### src/rtl/eprom_rd_pkg.sv
package eprom_rd_pkg;

    typedef enum logic [2:0] {
        PH_IDLE,
        PH_SETUP,
        PH_STROBE,
        PH_SAMPLE,
        PH_RECOVER
    } rd_phase_e;

    typedef struct packed {
        logic accept;
        logic sel_en;
        logic strobe;
        logic capture;
        logic busy;
    } rd_ctrl_t;

    function automatic int unsigned max3(int unsigned a, int unsigned b, int unsigned c);
        int unsigned m;
        m = (a > b) ? a : b;
        return (m > c) ? m : c;
    endfunction

    function automatic int unsigned cnt_width(int unsigned n);
        return (n < 2) ? 1 : $clog2(n);
    endfunction

endpackage

### src/rtl/eprom_phase_timer.sv
module eprom_phase_timer #(
    parameter int CNT_W = 3
) (
    input  logic             clk,
    input  logic             rst,
    input  logic             load,
    input  logic [CNT_W-1:0] load_val,
    output logic             done
);
    logic [CNT_W-1:0] cnt_q;

    always_ff @(posedge clk) begin
        if (rst)
            cnt_q <= '0;
        else if (load)
            cnt_q <= load_val;
        else if (cnt_q != '0)
            cnt_q <= cnt_q - 1'b1;
    end

    assign done = (cnt_q == '0);


    timer_reload_chk: assert property (@(posedge clk) disable iff (rst)
        load |=> cnt_q == $past(load_val));
endmodule

### src/rtl/eprom_rd_seq.sv
module eprom_rd_seq
    import eprom_rd_pkg::*;
#(
    parameter int SETUP_CYC  = 3,
    parameter int STROBE_CYC = 3,
    parameter int GAP_CYC    = 3,
    parameter int CNT_W      = 2
) (
    input  logic             clk,
    input  logic             rst,
    input  logic             req,
    input  logic             tmr_done,
    output logic             tmr_load,
    output logic [CNT_W-1:0] tmr_val,
    output rd_ctrl_t         ctrl
);
    localparam logic [CNT_W-1:0] SETUP_LD  = (SETUP_CYC > 0) ? CNT_W'(SETUP_CYC - 1) : '0;
    localparam logic [CNT_W-1:0] STROBE_LD = CNT_W'(STROBE_CYC - 1);
    localparam logic [CNT_W-1:0] GAP_LD    = CNT_W'(GAP_CYC - 1);

    rd_phase_e phase_q, phase_d;

    always_comb begin
        phase_d  = phase_q;
        tmr_load = 1'b0;
        tmr_val  = '0;
        case (phase_q)
            PH_IDLE: if (req) begin
                tmr_load = 1'b1;
                if (SETUP_CYC > 0) begin
                    phase_d = PH_SETUP;
                    tmr_val = SETUP_LD;
                end else begin
                    phase_d = PH_STROBE;
                    tmr_val = STROBE_LD;
                end
            end
            PH_SETUP: if (tmr_done) begin
                phase_d  = PH_STROBE;
                tmr_load = 1'b1;
                tmr_val  = STROBE_LD;
            end
            PH_STROBE: if (tmr_done) phase_d = PH_SAMPLE;
            PH_SAMPLE: begin
                phase_d  = PH_RECOVER;
                tmr_load = 1'b1;
                tmr_val  = GAP_LD;
            end
            PH_RECOVER: if (tmr_done) phase_d = PH_IDLE;
            default: phase_d = PH_IDLE;
        endcase
    end

    always_ff @(posedge clk) begin
        if (rst) phase_q <= PH_IDLE;
        else     phase_q <= phase_d;
    end

    always_comb begin
        ctrl.accept  = (phase_q == PH_IDLE) && req;
        ctrl.sel_en  = (phase_d == PH_SETUP) || (phase_d == PH_STROBE);
        ctrl.strobe  = (phase_d == PH_STROBE);
        ctrl.capture = (phase_d == PH_SAMPLE);
        ctrl.busy    = (phase_d != PH_IDLE);
    end


    accept_leaves_idle_chk: assert property (@(posedge clk) disable iff (rst)
        (phase_q == PH_IDLE && req) |=> phase_q != PH_IDLE);


    sample_to_recover_chk: assert property (@(posedge clk) disable iff (rst)
        (phase_q == PH_SAMPLE) |=> phase_q == PH_RECOVER);
endmodule

### src/rtl/eprom_cs_decode.sv
module eprom_cs_decode #(
    parameter int SEL_W   = 3,
    parameter int NUM_DEV = 8
) (
    input  logic [SEL_W-1:0]   sel,
    input  logic               en,
    output logic [NUM_DEV-1:0] ce_n
);
    for (genvar i = 0; i < NUM_DEV; i++) begin : g_dev
        assign ce_n[i] = !(en && (sel == SEL_W'(i)));
    end
endmodule

### src/rtl/eprom_rd_ctrl.sv
module eprom_rd_ctrl
    import eprom_rd_pkg::*;
#(
    parameter int DEV_ADDR_W = 19,
    parameter int DEV_SEL_W  = 3,
    parameter int DATA_W     = 8,
    parameter int ACC_CYC    = 6,
    parameter int OE_CYC     = 3,
    parameter int DF_CYC     = 3
) (
    input  logic                              clk,
    input  logic                              rst,
    input  logic                              rd_req,
    input  logic [DEV_ADDR_W+DEV_SEL_W-1:0]   rd_addr,
    output logic                              busy,
    output logic                              rd_valid,
    output logic [DATA_W-1:0]                 rd_data,
    output logic [DEV_ADDR_W-1:0]             mem_addr,
    output logic [(1<<DEV_SEL_W)-1:0]         mem_ce_n,
    output logic                              mem_oe_n,
    input  logic [DATA_W-1:0]                 mem_dq
);
    localparam int NUM_DEV   = 1 << DEV_SEL_W;
    localparam int HOST_W    = DEV_ADDR_W + DEV_SEL_W;
    localparam int SETUP_CYC = ACC_CYC - OE_CYC;
    localparam int CNT_W     = cnt_width(max3(SETUP_CYC, OE_CYC, DF_CYC));

    rd_ctrl_t               ctrl;
    logic                   tmr_load, tmr_done;
    logic [CNT_W-1:0]       tmr_val;
    logic [HOST_W-1:0]      addr_q;
    logic [DEV_SEL_W-1:0]   sel_src;
    logic [NUM_DEV-1:0]     ce_n_d, ce_n_q;
    logic                   oe_n_q, valid_q, busy_q;
    logic [DATA_W-1:0]      data_q;

    eprom_rd_seq #(
        .SETUP_CYC (SETUP_CYC),
        .STROBE_CYC(OE_CYC),
        .GAP_CYC   (DF_CYC),
        .CNT_W     (CNT_W)
    ) i_seq (
        .clk     (clk),
        .rst     (rst),
        .req     (rd_req),
        .tmr_done(tmr_done),
        .tmr_load(tmr_load),
        .tmr_val (tmr_val),
        .ctrl    (ctrl)
    );

    eprom_phase_timer #(.CNT_W(CNT_W)) i_timer (
        .clk     (clk),
        .rst     (rst),
        .load    (tmr_load),
        .load_val(tmr_val),
        .done    (tmr_done)
    );

    assign sel_src = ctrl.accept ? rd_addr[HOST_W-1:DEV_ADDR_W] : addr_q[HOST_W-1:DEV_ADDR_W];

    eprom_cs_decode #(.SEL_W(DEV_SEL_W), .NUM_DEV(NUM_DEV)) i_dec (
        .sel (sel_src),
        .en  (ctrl.sel_en),
        .ce_n(ce_n_d)
    );

    always_ff @(posedge clk) begin
        if (rst) begin
            addr_q  <= '0;
            ce_n_q  <= '1;
            oe_n_q  <= 1'b1;
            valid_q <= 1'b0;
            busy_q  <= 1'b0;
            data_q  <= '0;
        end else begin
            if (ctrl.accept) addr_q <= rd_addr;
            ce_n_q  <= ce_n_d;
            oe_n_q  <= !ctrl.strobe;
            valid_q <= ctrl.capture;
            busy_q  <= ctrl.busy;
            if (ctrl.capture) data_q <= mem_dq;
        end
    end

    assign mem_addr = addr_q[DEV_ADDR_W-1:0];
    assign mem_ce_n = ce_n_q;
    assign mem_oe_n = oe_n_q;
    assign rd_valid = valid_q;
    assign rd_data  = data_q;
    assign busy     = busy_q;


    one_select_chk: assert property (@(posedge clk) disable iff (rst)
        $onehot0(~mem_ce_n));


    strobe_needs_select_chk: assert property (@(posedge clk) disable iff (rst)
        !mem_oe_n |-> (mem_ce_n != '1));


    strobe_fall_chk: assert property (@(posedge clk) disable iff (rst)
        $fell(mem_oe_n) |-> $stable(mem_ce_n) && (mem_ce_n != '1));


    valid_pulse_chk: assert property (@(posedge clk) disable iff (rst)
        rd_valid |=> !rd_valid);


    release_on_valid_chk: assert property (@(posedge clk) disable iff (rst)
        rd_valid |-> mem_oe_n && (mem_ce_n == '1));


    gap_after_valid_chk: assert property (@(posedge clk) disable iff (rst)
        rd_valid |=> busy && (mem_ce_n == '1));


    addr_hold_chk: assert property (@(posedge clk) disable iff (rst)
        ((mem_ce_n != '1) && $past(mem_ce_n != '1)) |-> $stable(mem_addr) && $stable(mem_ce_n));


    data_hold_chk: assert property (@(posedge clk) disable iff (rst)
        !rd_valid |-> $stable(rd_data));
endmodule

### config.mk
export PLATFORM = sky130hd
export DESIGN_NAME = eprom_rd_ctrl
export DESIGN_NICKNAME = d
export VERILOG_FILES = /design/src/rtl/eprom_rd_pkg.sv /design/src/rtl/eprom_phase_timer.sv /design/src/rtl/eprom_rd_seq.sv /design/src/rtl/eprom_cs_decode.sv /design/src/rtl/eprom_rd_ctrl.sv
export SDC_FILE = /design/constraint.sdc
export NUM_CORES = 1
export LEC_CHECK = 0
export BUFFER_PORTS_ARGS = -buffer_cell sky130_fd_sc_hd__buf_4
export CELL_PAD_IN_SITES_DETAIL_PLACEMENT = 0
export CELL_PAD_IN_SITES_GLOBAL_PLACEMENT = 1
export CORE_MARGIN = 2
export CORE_UTILIZATION = 38
export CTS_CLUSTER_SIZE = 16
export DETAILED_ROUTE_END_ITERATION = 8
export GPL_TIMING_DRIVEN = 0
export HOLD_SLACK_MARGIN = 0.08
export PLACE_DENSITY = 0.93
export SLEW_MARGIN = 20
export SYNTH_ARGS = -nofsm -noshare
export SYNTH_HDL_FRONTEND = slang
export SYNTH_SLANG_ARGS = --single-unit
### constraint.sdc
create_clock -name clk -period 2.8 [get_ports clk]
set_input_delay 0.56 -clock clk [delete_from_list [all_inputs] [get_ports clk]]
set_output_delay 0.56 -clock clk [all_outputs]
set_load 0.02 [all_outputs]
==> results by group, run 1 <==
Run status
  • Status: complete, no violations

Worst setup path
  • Buffers & Inverters on Critical Path: 2
  • Required @ worst endpoint: 2.95 ns
  • Crit. End Element: flop
  • Critical-path cell with the highest stage delay: a211oi_2
  • R2R Setup Slk: about 0.81 ns
  • CP peak stage delay: 0.51 ns
  • Capture point of the worst reg-to-reg path: mem_ce_n[5]
  • R2R cell count: 6
  • Cell family with most CP delay: simple AND/OR/NAND/NOR gates
  • Worst reg2reg path startpoint: i_timer.cnt_q[0]
  • Largest fanout on the critical path: 9
  • Worst Setup Start Kind: flop
  • CP Class: reg -> reg
  • CP arrival: 2.14 ns
  • CP cell instances: inv_1 -> ha_1 -> buf_2 -> or3b_1 -> a211oi_2 -> nand4_1

Die
  • Die width: 74.5 um
  • DIE AREA: 0.00556 sq mm
  • Ports: 71
  • Die Y: around 75 um
  • Row Count: 25
  • CORE AREA: between 0.004 and 0.005 sq mm
  • Initial Utilization: 0.398

Route
  • Mean routed wirelength per cell: 11.2 um
  • Vias/cell: 4.55
  • First-pass iteration count of the detailed router: 4
  • Final WL: 3.94 mm
  • Post-route ant nets: 0
  • Initial drt markers: 50
  • Via count: between 1500 and 2000
  • Detailed-route DRC error count: 0

Finish
  • Final nets: 319
  • Area Growth Syn to Fin: 38.1%
  • Register area: ~920 sq um
  • Antenna Cells: 0
  • Share of cells above drive strength 1: 0.402
  • Layout Cells excl Fill: 353
  • Layout filler cell count: 473
  • Area of the multi-input gates: 739 sq um

CTS
  • CTS tree: done
  • Clock insertion delay at the later pin of the skew report: roughly 0.30 ns
  • CTS Buf Count: 5
  • CTS max path bufs: 2
  • Hold_buf cts: 0
  • CTS root buf: clkbuf_8
  • Number of gates resized after cts: 0
  • H-Tree Depth: 2
  • CTS sink cnt: 46
  • Postcts setup bufs: 0
  • Clock-pin slew on the worst setup and hold paths: 0.08 ns

Global routing
  • Total GRT Usage: 0.148
  • Number of global-route vias before repair: 1418
  • Largest net degree at the start of global routing: 15
  • Global-route wire length before repair: just over 6 mm
  • GRT Residual Overflow: 0
  • Antenna violations before repair: 0

STA
  • Setup-failing EPs final: 0
  • Period Utilization, post-route: 0.711
  • Slew headroom: 0.588
  • Achievable Freq: 502 MHz
  • Final hold viol count: 0
  • Final Max Slew Viols: 0
  • Worst Tran Pin Value: 0.615 ns
  • RSZ-0062 raised after global routing: false
  • Setup Skew: 0.00546 ns
  • Min Tclk post-route: 1.99 ns
  • Final TNS setup: 0 ns

Power
  • Sequential Power Share: 0.372
  • Net Switching: 760 uW
  • Logic pwr share: 0.414
  • Pwr/cell area: 863 mW/mm^2
  • Int Pwr: ~1.5 mW
  • Max VDD drop: 472 uV
  • Switching Share: 0.337
  • P_leak: 1.14 nW
  • Clk pwr share: 0.214

Logic synthesis
  • Number of flops mapped to enable cells by yosys: 0
  • Avg Inst Size Synth: 9.09 sq um
  • #FFs+latches synth: 46
  • Synthesized area: 0.00189 sq mm
  • Synth async-reset ratio: 0
  • Register area share after synthesis: 0.487
  • Synth Instances: approximately 210
  • Most common flop cell mapped by yosys: dfxtp_1
  • Post-Syn Nets: 242
  • Cell variety after synth: 34
  • YS warnings: 0

Placed design
  • Gpl congestion: 0.784
  • HPWL Detailed: 2.87 mm
  • Placed insts: 345
  • IO buf count: 70

Min path
  • Hold WC Path Type: reg -> reg
  • Worst hold stages: 2
  • Worst Hold Endpoint: addr_q[3]
  • Startpoint of the most critical hold path: addr_q[3]

Run
  • Maxcap violations: 0
## cell usage after synthesis (2+ instances only)
master / n / share of area
a21oi_1: 29 / 0.077
buf_2: 4 / 0.011
buf_4: 19 / 0.075
buf_6: 3 / 0.018
clkbuf_1: 7 / 0.014
dfxtp_1: 46 / 0.49
inv_1: 2 / 0.0040
mux2_4: 3 / 0.024
mux2i_2: 2 / 0.015
nand2_1: 54 / 0.11
nand3b_1: 2 / 0.0079
nand4_1: 8 / 0.026
nor2_1: 5 / 0.0099
nor3_1: 3 / 0.0079
o21bai_1: 2 / 0.0079
## flip-flops by register name (all words and copies together), names as in the netlist
register	flops
mem_ce_n	8
mem_oe_n	1
rd_valid	1
busy	1
addr_q	22
i_seq.phase_q	3
rd_data	8
i_timer.cnt_q	2
## routing by layer
layer	vias up	share of wire	global-route usage
met1	724	0.45	0.176
met4	0	0.018	0.0655
met3	7	0.069	0.0461
met5	-	0	0
met2	47	0.47	0.245
li1	828	-	-
## through the flow
stage | util | total power, mW | cell area [sq um] | setup slack, ns | hold WS [ns]
final | 0.549 | 2.25 | 2610 | 0.809 | 0.455
after global routing | 0.549 | 2.40 | 2610 | 0.699 | 0.474
after CTS | 0.549 | 2.28 | 2610 | 0.805 | 0.459
after detailed placement | 0.526 | 1.79 | 2500 | 0.823 | 0.447
after global placement | 0.526 | 1.77 | 2500 | 0.887 | 0.442
after floorplan | - | 1.52 | 1890 | 1.04 | 0.437
## worst reg2reg max path, stage by stage (launching register included)
cell and delay, ns:
dfxtp_1 0.35, inv_1 0.05, ha_1 0.18, buf_2 0.17, or3b_1 0.42, a211oi_2 0.51
nand4_1 0.16
## area by class of cell
type / instances / share of cell area
Sequential cell: 46 / 0.353
Multi-Input combinational cell: 127 / 0.283
Timing Repair Buffer: 70 / 0.201
Buffer: 33 / 0.0853
Tap cell: 67 / 0.0321
Clock buffer: 6 / 0.0278
Clock inverter: 2 / 0.0144
Inverter: 2 / 0.00288
## worst max-delay path by stage
stage	end	slack [ns]	cells past startpoint	start
after global placement	mem_ce_n[0]	0.89	6	i_timer.cnt_q[0]
after global routing	mem_ce_n[4]	0.70	6	i_timer.cnt_q[0]
after floorplan	mem_ce_n[0]	1.04	6	i_timer.cnt_q[0]
final	mem_ce_n[5]	0.81	6	i_timer.cnt_q[0]
after CTS	mem_ce_n[5]	0.80	6	i_timer.cnt_q[0]
after detailed placement	mem_ce_n[5]	0.82	6	i_timer.cnt_q[0]
## power groups by stage
stage               sequential (mW)  combinational [mW]  clock (mW)
detailed placement            0.854               0.939           0
global route                  0.852                1.03       0.519
finish                        0.837               0.932       0.482
CTS                           0.839               0.941       0.498
floorplan                     0.889               0.627           0
global placement              0.850               0.919           0
## cells in the final DEF, fill, tap and decap left out, drive strengths merged
cell      count
buf          96
nand2        54
dfxtp        46
a21oi        29
clkbuf       13
nand4         8
nor2          5
mux2          4
mux2i         4
nor3          3
inv           2
o21bai        2
nand3b        2
or4b          2
or3b          2
a211oi        2
nor4b         1
nor4bb        1
or4bb         1
o21ai         1
xor2          1
nand2b        1
a211o         1
o21a          1
o21ba         1
ha            1
clkinvlp      1
bufinv        1
## cell families (layout without fill, tap and decap cells)
group / count (synthesis) / in the layout / synth area share
flops: 46 / 46 / 0.487
simple gates: 80 / 80 / 0.206
fa+ha+maj: 1 / 1 / 0.00662
mux: 8 / 8 / 0.0615
compound gates: 37 / 37 / 0.112
xor+xnor: 1 / 1 / 0.00463
buf+inv: 35 / 113 / 0.122
No activity file was read; power rests on OpenSTA's default activity.
==> run 2, diff against run 1 <==
--- a/config.mk
+++ b/config.mk
@@ -5,16 +5,17 @@
 export SDC_FILE = /design/constraint.sdc
 export NUM_CORES = 1
 export LEC_CHECK = 0
+export ABC_AREA = 1
 export BUFFER_PORTS_ARGS = -buffer_cell sky130_fd_sc_hd__buf_4
 export CELL_PAD_IN_SITES_DETAIL_PLACEMENT = 0
 export CELL_PAD_IN_SITES_GLOBAL_PLACEMENT = 1
 export CORE_MARGIN = 2
-export CORE_UTILIZATION = 38
+export CORE_UTILIZATION = 34
 export CTS_CLUSTER_SIZE = 16
 export DETAILED_ROUTE_END_ITERATION = 8
 export GPL_TIMING_DRIVEN = 0
 export HOLD_SLACK_MARGIN = 0.08
-export PLACE_DENSITY = 0.93
+export PLACE_DENSITY = 0.86
 export SLEW_MARGIN = 20
 export SYNTH_ARGS = -nofsm -noshare
 export SYNTH_HDL_FRONTEND = slang
==> constraint.sdc (replaced) <==
create_clock -name clk -period 1.9 [get_ports clk]
set_input_delay 0.38 -clock clk [delete_from_list [all_inputs] [get_ports clk]]
set_output_delay 0.38 -clock clk [all_outputs]
set_load 0.02 [all_outputs]
==> run 2 against run 1 <==
Net effect:
- combinational power is 0.8% lower
- total power is 20% higher
- global-route usage is 2.1 points lower
- sequential share of layout area hardly changed
- die area is 12% higher
- via count is 1.2% lower
- area after synthesis is 0.53% higher
- largest cell class unchanged
==> results by group, run 2 <==
CTS
  • Hold_buf cts: 0 (unchanged)
  • H-Tree Depth: 2 (unchanged)
  • Clock-pin slew on the worst setup and hold paths: 0.09 ns (was 0.08 ns)
  • CTS Buf Count: 5 (unchanged)
  • CTS root buf: clkbuf_8 (unchanged)
  • Clock insertion delay at the later pin of the skew report: 0.30 ns (about the same)
  • CTS tree: done (unchanged)
  • Number of gates resized after cts: 0 (unchanged)
  • CTS sink cnt: 46 (unchanged)
  • CTS max path bufs: 2 (unchanged)
  • Postcts setup bufs: 0 (unchanged)

Placed design
  • IO buf count: 70 (unchanged)
  • Gpl congestion: 0.850 (was 0.784)
  • Pre-CTS setup slack: 0.505 ns (was 0.823 ns)
  • HPWL Detailed: 2.99 mm (was 2.87 mm)

STA
  • Final Max Slew Viols: 0 (unchanged)
  • Final TNS setup: 0 ns (unchanged)
  • Slew headroom: 0.759 (was 0.588)
  • Worst Tran Pin Value: 0.362 ns (was 0.615 ns)
  • RSZ-0062 raised after global routing: false (unchanged)
  • Min Tclk post-route: 1.42 ns (was 1.99 ns)
  • Setup-failing EPs final: 0 (unchanged)
  • Hold_ws: 0.317 ns (was 0.455 ns)
  • Achievable Freq: 702 MHz (was 502 MHz)
  • Fin worst setup slack: 0.476 ns (was 0.809 ns)
  • Period Utilization, post-route: 0.750 (was 0.711)
  • Final hold viol count: 0 (unchanged)
  • Setup Skew: 0.00535 ns (was 0.00546 ns)

Logic synthesis
  • Area leader, netlist: dfxtp_1 (unchanged)
  • Avg Inst Size Synth: 8.37 sq um (was 9.09 sq um)
  • #FFs+latches synth: 46 (unchanged)
  • Synth Instances: 227 (was 208)
  • Top post-synthesis cells by area: dfxtp_1 48%, o21ai_0 8.2%, buf_4 7.9% (was dfxtp_1 49%, nand2_1 11%, a21oi_1 7.7%)
  • YS warnings: 0 (unchanged)
  • Number of flops mapped to enable cells by yosys: 0 (unchanged)
  • Synth async-reset ratio: 0 (unchanged)
  • Most common flop cell mapped by yosys: dfxtp_1 (unchanged)
  • Post-Syn Nets: 261 (was 242)
  • Synthesized area: 0.00190 sq mm (was 0.00189 sq mm)
  • Top-count cell post-synth: dfxtp_1 (was nand2_1)
  • Post-synth top cells: 46 x dfxtp_1, 33 x inv_1, 31 x o21ai_0 (was 54 x nand2_1, 46 x dfxtp_1, 29 x a21oi_1)
  • Register area share after synthesis: 0.485 (was 0.487)
  • Cell variety after synth: 24 (was 34)
  • Synth top area share: 0.485 (was 0.487)

Power
  • P_leak: 1.23 nW (was 1.14 nW)
  • Max VDD drop: 424 uV (was 472 uV)
  • Pwr/cell area: 1040 mW/mm^2 (was 863 mW/mm^2)

Finish
  • Most common cell after layout, fill and taps aside: buf_4 (unchanged)
  • Fin util: 0.480 (was 0.549)
  • Biggest register: addr_q (unchanged)
  • Largest register FFs: 22 (unchanged)
  • Layout filler cell count: 547 (was 473)
  • Share of cells above drive strength 1: 0.407 (was 0.402)
  • Final nets: 338 (was 319)
  • Area Growth Syn to Fin: 37.4% (was 38.1%)
  • Most frequent cells in the layout: 90 x buf_4, 46 x dfxtp_1, 33 x inv_1 (was 89 x buf_4, 54 x nand2_1, 46 x dfxtp_1)
  • Antenna Cells: 0 (unchanged)

Worst setup path
  • CP Class: reg -> reg (unchanged)
  • Largest fanout on the critical path: 8 (was 9)
  • Worst Setup Start Kind: flop (unchanged)
  • Required @ worst endpoint: 2.08 ns (was 2.95 ns)
  • Crit. End Element: flop (unchanged)
  • CP arrival: 1.60 ns (was 2.14 ns)

Die
  • Row Count: 27 (was 25)
  • DIE AREA: 0.00620 sq mm (was 0.00556 sq mm)
  • Die width: 78.8 um (was 74.5 um)
  • Die Y: 78.8 um (was 74.5 um)
  • Ports: 71 (unchanged)
  • Initial Utilization: 0.349 (was 0.398)
  • CORE AREA: 0.00544 sq mm (was 0.00475 sq mm)

Run
  • Maxcap violations: 0 (unchanged)

Global routing
  • Number of global-route vias before repair: 1417 (was 1418)
  • Largest net degree at the start of global routing: 15 (unchanged)
  • GRT Residual Overflow: 0 (unchanged)
  • Total GRT Usage: 0.126 (was 0.148)
  • Global-route wire length before repair: 6.18 mm (was 6.21 mm)
  • Antenna violations before repair: 0 (unchanged)

Route
  • Post-route ant nets: 0 (unchanged)
  • Via count: 1586 (was 1606)
  • Final WL: 3.92 mm (was 3.94 mm)
  • First-pass iteration count of the detailed router: 4 (unchanged)
  • Initial drt markers: 40 (was 50)
  • Vias/cell: 4.21 (was 4.55)
  • Detailed-route DRC error count: 0 (unchanged)
  • Mean routed wirelength per cell: 10.4 um (was 11.2 um)

Run status
  • Status: complete, no violations (unchanged)

Min path
  • Hold WC Path Type: in -> reg (was reg -> reg)
==> run 2: critical path: stages (launching register included) <==
cell,delay (ns)
dfxtp_1,0.31
inv_1,0.06
ha_1,0.26
inv_1,0.14
nand4_1,0.15
nand2_1,0.09
o21a_2,0.20
nand3_1,0.09
==> run 2: kinds of logic (layout without fill, tap and decap cells) <==
kind of cell,count (synthesis),in the layout,synth area share
AO/OA/AOI/OAI,56,56,0.157
buffers and inverters,64,142,0.178
flip-flops,46,46,0.485
adder cells (fa/ha/maj),1,1,0.00658
AND/OR/NAND/NOR,60,60,0.174
==> run 2: layer usage <==
metal  global-route usage  vias to the layer above  share of wire
met2                0.214                       36           0.50
met4               0.0474                        0          0.010
met5                    0                        -              0
met3               0.0375                        4          0.053
met1                0.151                      691           0.44
li1                     -                      855              -
==> run 2: layout make-up <==
| type | count | area (sq um) | share of cell area |
|---|---|---|---|
| Inverter | 36 | 135 | 0.0517 |
| Tap cell | 72 | 90.1 | 0.0345 |
| Multi-Input combinational cell | 117 | 641 | 0.245 |
| Timing Repair Buffer | 70 | 526 | 0.201 |
| Clock buffer | 6 | 82.6 | 0.0316 |
| Buffer | 28 | 204 | 0.0781 |
| Clock inverter | 2 | 12.5 | 0.00479 |
| Sequential cell | 46 | 921 | 0.353 |
==> run 2: final timing paths <==
kind                                  startpoint     endpoint  slack, ns  cells after the start
worst max-delay path            i_timer.cnt_q[0]  mem_ce_n[7]       0.48                      7
worst min-delay path                         rst     rd_valid       0.32                      2
worst min register to register        addr_q[12]   addr_q[12]       0.45                      2
worst max register to register  i_timer.cnt_q[0]  mem_ce_n[7]       0.48                      7
==> run 2: per-stage QoR <==
stage / instances / power [mW] / area, sq um
finish: 377 / 2.71 / 2610
global route: 377 / 2.89 / 2610
CTS: 377 / 2.74 / 2610
detailed placement: 369 / 2.12 / 2520
global placement: 369 / 2.11 / 2520
floorplan: 227 / 1.81 / 1900
==> run 2: where the power goes <==
part           internal, mW  switching, mW  total [mW]
clock                 0.293          0.328       0.621
combinational         0.414          0.511       0.925
sequential             1.10         0.0629        1.16
==> run 3, diff against run 2 <==
--- a/config.mk
+++ b/config.mk
@@ -10,12 +10,12 @@
 export CELL_PAD_IN_SITES_DETAIL_PLACEMENT = 0
 export CELL_PAD_IN_SITES_GLOBAL_PLACEMENT = 1
 export CORE_MARGIN = 2
-export CORE_UTILIZATION = 34
+export CORE_UTILIZATION = 31
 export CTS_CLUSTER_SIZE = 16
 export DETAILED_ROUTE_END_ITERATION = 8
 export GPL_TIMING_DRIVEN = 0
 export HOLD_SLACK_MARGIN = 0.08
-export PLACE_DENSITY = 0.86
+export PLACE_DENSITY = 0.83
 export SLEW_MARGIN = 20
 export SYNTH_ARGS = -nofsm -noshare
 export SYNTH_HDL_FRONTEND = slang
==> constraint.sdc (replaced) <==
create_clock -name clk -period 1.25 [get_ports clk]
set_input_delay 0.25 -clock clk [delete_from_list [all_inputs] [get_ports clk]]
set_output_delay 0.25 -clock clk [all_outputs]
set_load 0.02 [all_outputs]
==> run 3 against run 2 <==
Net effect:
- combinational power grew 72%
- worst hold slack got worse by 0.14 ns
- clock power is 80% higher
- clock skew grew 0.0050 ns
- sequential share of layout area decreased by 1.5 points
- final area increased by 4.9%
- worst setup slack got worse by 0.47 ns
- critical endpoint is now i_timer.cnt_q[1]
==> results by group, run 3 (synthesis results as in run 2) <==
STA
  • Worst Tran Pin Value: 0.413 ns (was 0.362 ns)
  • Min Tclk post-route: 1.25 ns (was 1.42 ns)
  • RSZ-0062 raised after global routing: true (was false)
  • Slew headroom: 0.725 (was 0.759)
  • Final Max Slew Viols: 0 (unchanged)
  • Final hold viol count: 0 (unchanged)
  • Period Utilization, post-route: 0.998 (was 0.750)
  • Setup-failing EPs final: 0 (unchanged)
  • Achievable Freq: 802 MHz (was 702 MHz)
  • Fin worst setup slack: 0.00240 ns (was 0.476 ns)
  • Setup Skew: 0.0103 ns (was 0.00535 ns)

CTS
  • CTS Buf Count: 5 (unchanged)
  • CTS max path bufs: 2 (unchanged)
  • Clock insertion delay at the later pin of the skew report: 0.30 ns (about the same)
  • CTS tree: done (unchanged)
  • H-Tree Depth: 2 (unchanged)
  • CTS sink cnt: 46 (unchanged)
  • Hold_buf cts: 0 (unchanged)
  • CTS root buf: clkbuf_8 (unchanged)
  • Clock-pin slew on the worst setup and hold paths: 0.09 ns (about the same)

Worst setup path
  • CP arrival: 1.44 ns (was 1.60 ns)
  • R2R Setup Slk: 0.002 ns (was 0.48 ns)
  • Critical-path cell with the highest stage delay: dfxtp_2 (was dfxtp_1)
  • Buffers & Inverters on Critical Path: 5 (was 2)
  • Cell family with most CP delay: buffers and inverters (was simple AND/OR/NAND/NOR gates)
  • Worst reg2reg path startpoint: i_timer.cnt_q[1] (was i_timer.cnt_q[0])
  • CP peak stage delay: 0.33 ns (was 0.31 ns)
  • Largest fanout on the critical path: 5 (was 8)
  • Capture point of the worst reg-to-reg path: i_timer.cnt_q[1] (was mem_ce_n[7])
  • Most frequent cell on the critical path: inv_1 (unchanged)
  • CP cell instances: inv_2 -> ha_4 -> inv_4 -> buf_4 -> o21ai_0 -> inv_1 -> o21ai_2 -> inv_1 (was inv_1 -> ha_1 -> inv_1 -> nand4_1 -> nand2_1 -> o21a_2 -> nand3_1)
  • CP Class: reg -> reg (unchanged)
  • Worst Setup Start Kind: flop (unchanged)
  • Required @ worst endpoint: 1.45 ns (was 2.08 ns)
  • Crit. End Element: flop (unchanged)
  • R2R cell count: 8 (was 7)

Run status
  • Status: complete, no violations (unchanged)

Global routing
  • Total GRT Usage: 0.123 (was 0.126)
  • Antenna violations before repair: 0 (unchanged)
  • Global-route wire length before repair: 6.35 mm (was 6.18 mm)
  • Number of global-route vias before repair: 1483 (was 1417)
  • GRT Residual Overflow: 0 (unchanged)
  • Largest net degree at the start of global routing: 16 (was 15)

Placed design
  • HPWL Detailed: 3.00 mm (was 2.99 mm)
  • Placed insts: 372 (was 369)
  • Gpl congestion: 0.739 (was 0.850)
  • IO buf count: 70 (unchanged)
  • Pre-CTS setup slack: -0.142 ns (was 0.505 ns)

Finish
  • Layout filler cell count: 601 (was 547)
  • Most common cell after layout, fill and taps aside: buf_4 (unchanged)
  • Area of the multi-input gates: 698 sq um (was 641 sq um)
  • Layout Cells excl Fill: 384 (was 377)
  • Area Growth Syn to Fin: 44.2% (was 37.4%)
  • Most frequent cells in the layout: 94 x buf_4, 43 x dfxtp_1, 29 x inv_1 (was 90 x buf_4, 46 x dfxtp_1, 33 x inv_1)
  • Largest register FFs: 22 (unchanged)
  • Biggest register: addr_q (unchanged)
  • Share of cells above drive strength 1: 0.469 (was 0.407)
  • Register area: 925 sq um (was 921 sq um)
  • Final nets: 342 (was 338)
  • Antenna Cells: 0 (unchanged)

Route
  • Final WL: 4.09 mm (was 3.92 mm)
  • Via count: 1617 (was 1586)
  • Mean routed wirelength per cell: 10.7 um (was 10.4 um)
  • Initial drt markers: 50 (was 40)
  • Vias/cell: 4.21 (about the same)
  • Detailed-route DRC error count: 0 (unchanged)
  • First-pass iteration count of the detailed router: 4 (unchanged)
  • Post-route ant nets: 0 (unchanged)

Power
  • Pwr/cell area: 1640 mW/mm^2 (was 1040 mW/mm^2)
  • Max VDD drop: 606 uV (was 424 uV)
  • P_leak: 1.26 nW (was 1.23 nW)
  • Pwr Total: 4.49 mW (was 2.71 mW)

Min path
  • Hold WC Path Type: in -> reg (unchanged)
  • Worst Hold Endpoint: addr_q[20] (was rd_valid)
  • Worst hold stages: 2 (unchanged)
  • Startpoint of the most critical hold path: rst (unchanged)

Die
  • CORE AREA: 0.00592 sq mm (was 0.00544 sq mm)
  • Initial Utilization: 0.321 (was 0.349)
  • Row Count: 28 (was 27)
  • Die Y: 82.3 um (was 78.8 um)
  • DIE AREA: 0.00677 sq mm (was 0.00620 sq mm)
  • Ports: 71 (unchanged)
  • Die width: 82.3 um (was 78.8 um)

Run
  • Maxcap violations: 0 (unchanged)
run 3: changes by cell type in the layout (fill, tap and decap cells not counted), moves of 2 or more:
cell / change
buf_4: +4
o21ai_0: -5
dfxtp_2: +3
inv_1: -4
nor2_2: +3
buf_2: +2
nor2_1: -4
inv_2: +2
dfxtp_1: -3
o21ai_1: +4
nand3_1: -2
run 3: report_power, final:
group	total [mW]	internal [mW]	switching [mW]
clock network	1.12	0.600	0.520
logic	1.59	0.745	0.847
registers	1.78	1.67	0.104
run 3: worst max path at each step:
stage | endpoint | start | depth (start not counted)
after global placement | mem_ce_n[4] | i_timer.cnt_q[0] | 7
after global routing | mem_ce_n[5] | i_timer.cnt_q[1] | 7
after CTS | mem_ce_n[5] | i_timer.cnt_q[1] | 7
final | i_timer.cnt_q[1] | i_timer.cnt_q[1] | 8
after detailed placement | mem_ce_n[5] | i_timer.cnt_q[0] | 7
after floorplan | mem_ce_n[4] | i_timer.cnt_q[0] | 7
run 3: per-layer routing:
| layer | up-vias | routed length [um] | GRT usage |
|---|---|---|---|
| li1 | 865 | - | - |
| met1 | 708 | 1780 | 0.145 |
| met2 | 39 | 1990 | 0.204 |
| met3 | 5 | 266 | 0.0359 |
| met4 | 0 | 59 | 0.0567 |
| met5 | - | 0 | 0 |
run 3: what timing repair did:
action / CTS / global route
setup buffers: 2 / 2
pin swaps: 3 / 5
gates resized for setup: 10 / 21
gates cloned: 0 / 0
endpoints found under the setup margin: 24 / 19
run 3: cell type report:
class	count	share of cell area
Clock inverter	3	0.0160
Buffer	28	0.0781
Sequential cell	46	0.337
Timing Repair Buffer	74	0.203
Inverter	36	0.0516
Clock buffer	5	0.0251
Multi-Input combinational cell	117	0.255
Tap cell	75	0.0342
run 3: stage by stage:
stage	hold WS (ns)	instance area [sq um]	utilization	TNS, ns
2_1_floorplan	0.322	1900	-	0
3_3_place_gp	0.433	2520	0.426	-1.12
3_5_place_dp	0.436	2520	0.426	-1.21
4_1_cts	0.177	2680	0.453	-0.00183
5_1_grt	0.178	2740	0.463	-0.751
6_report	0.179	2740	0.463	0
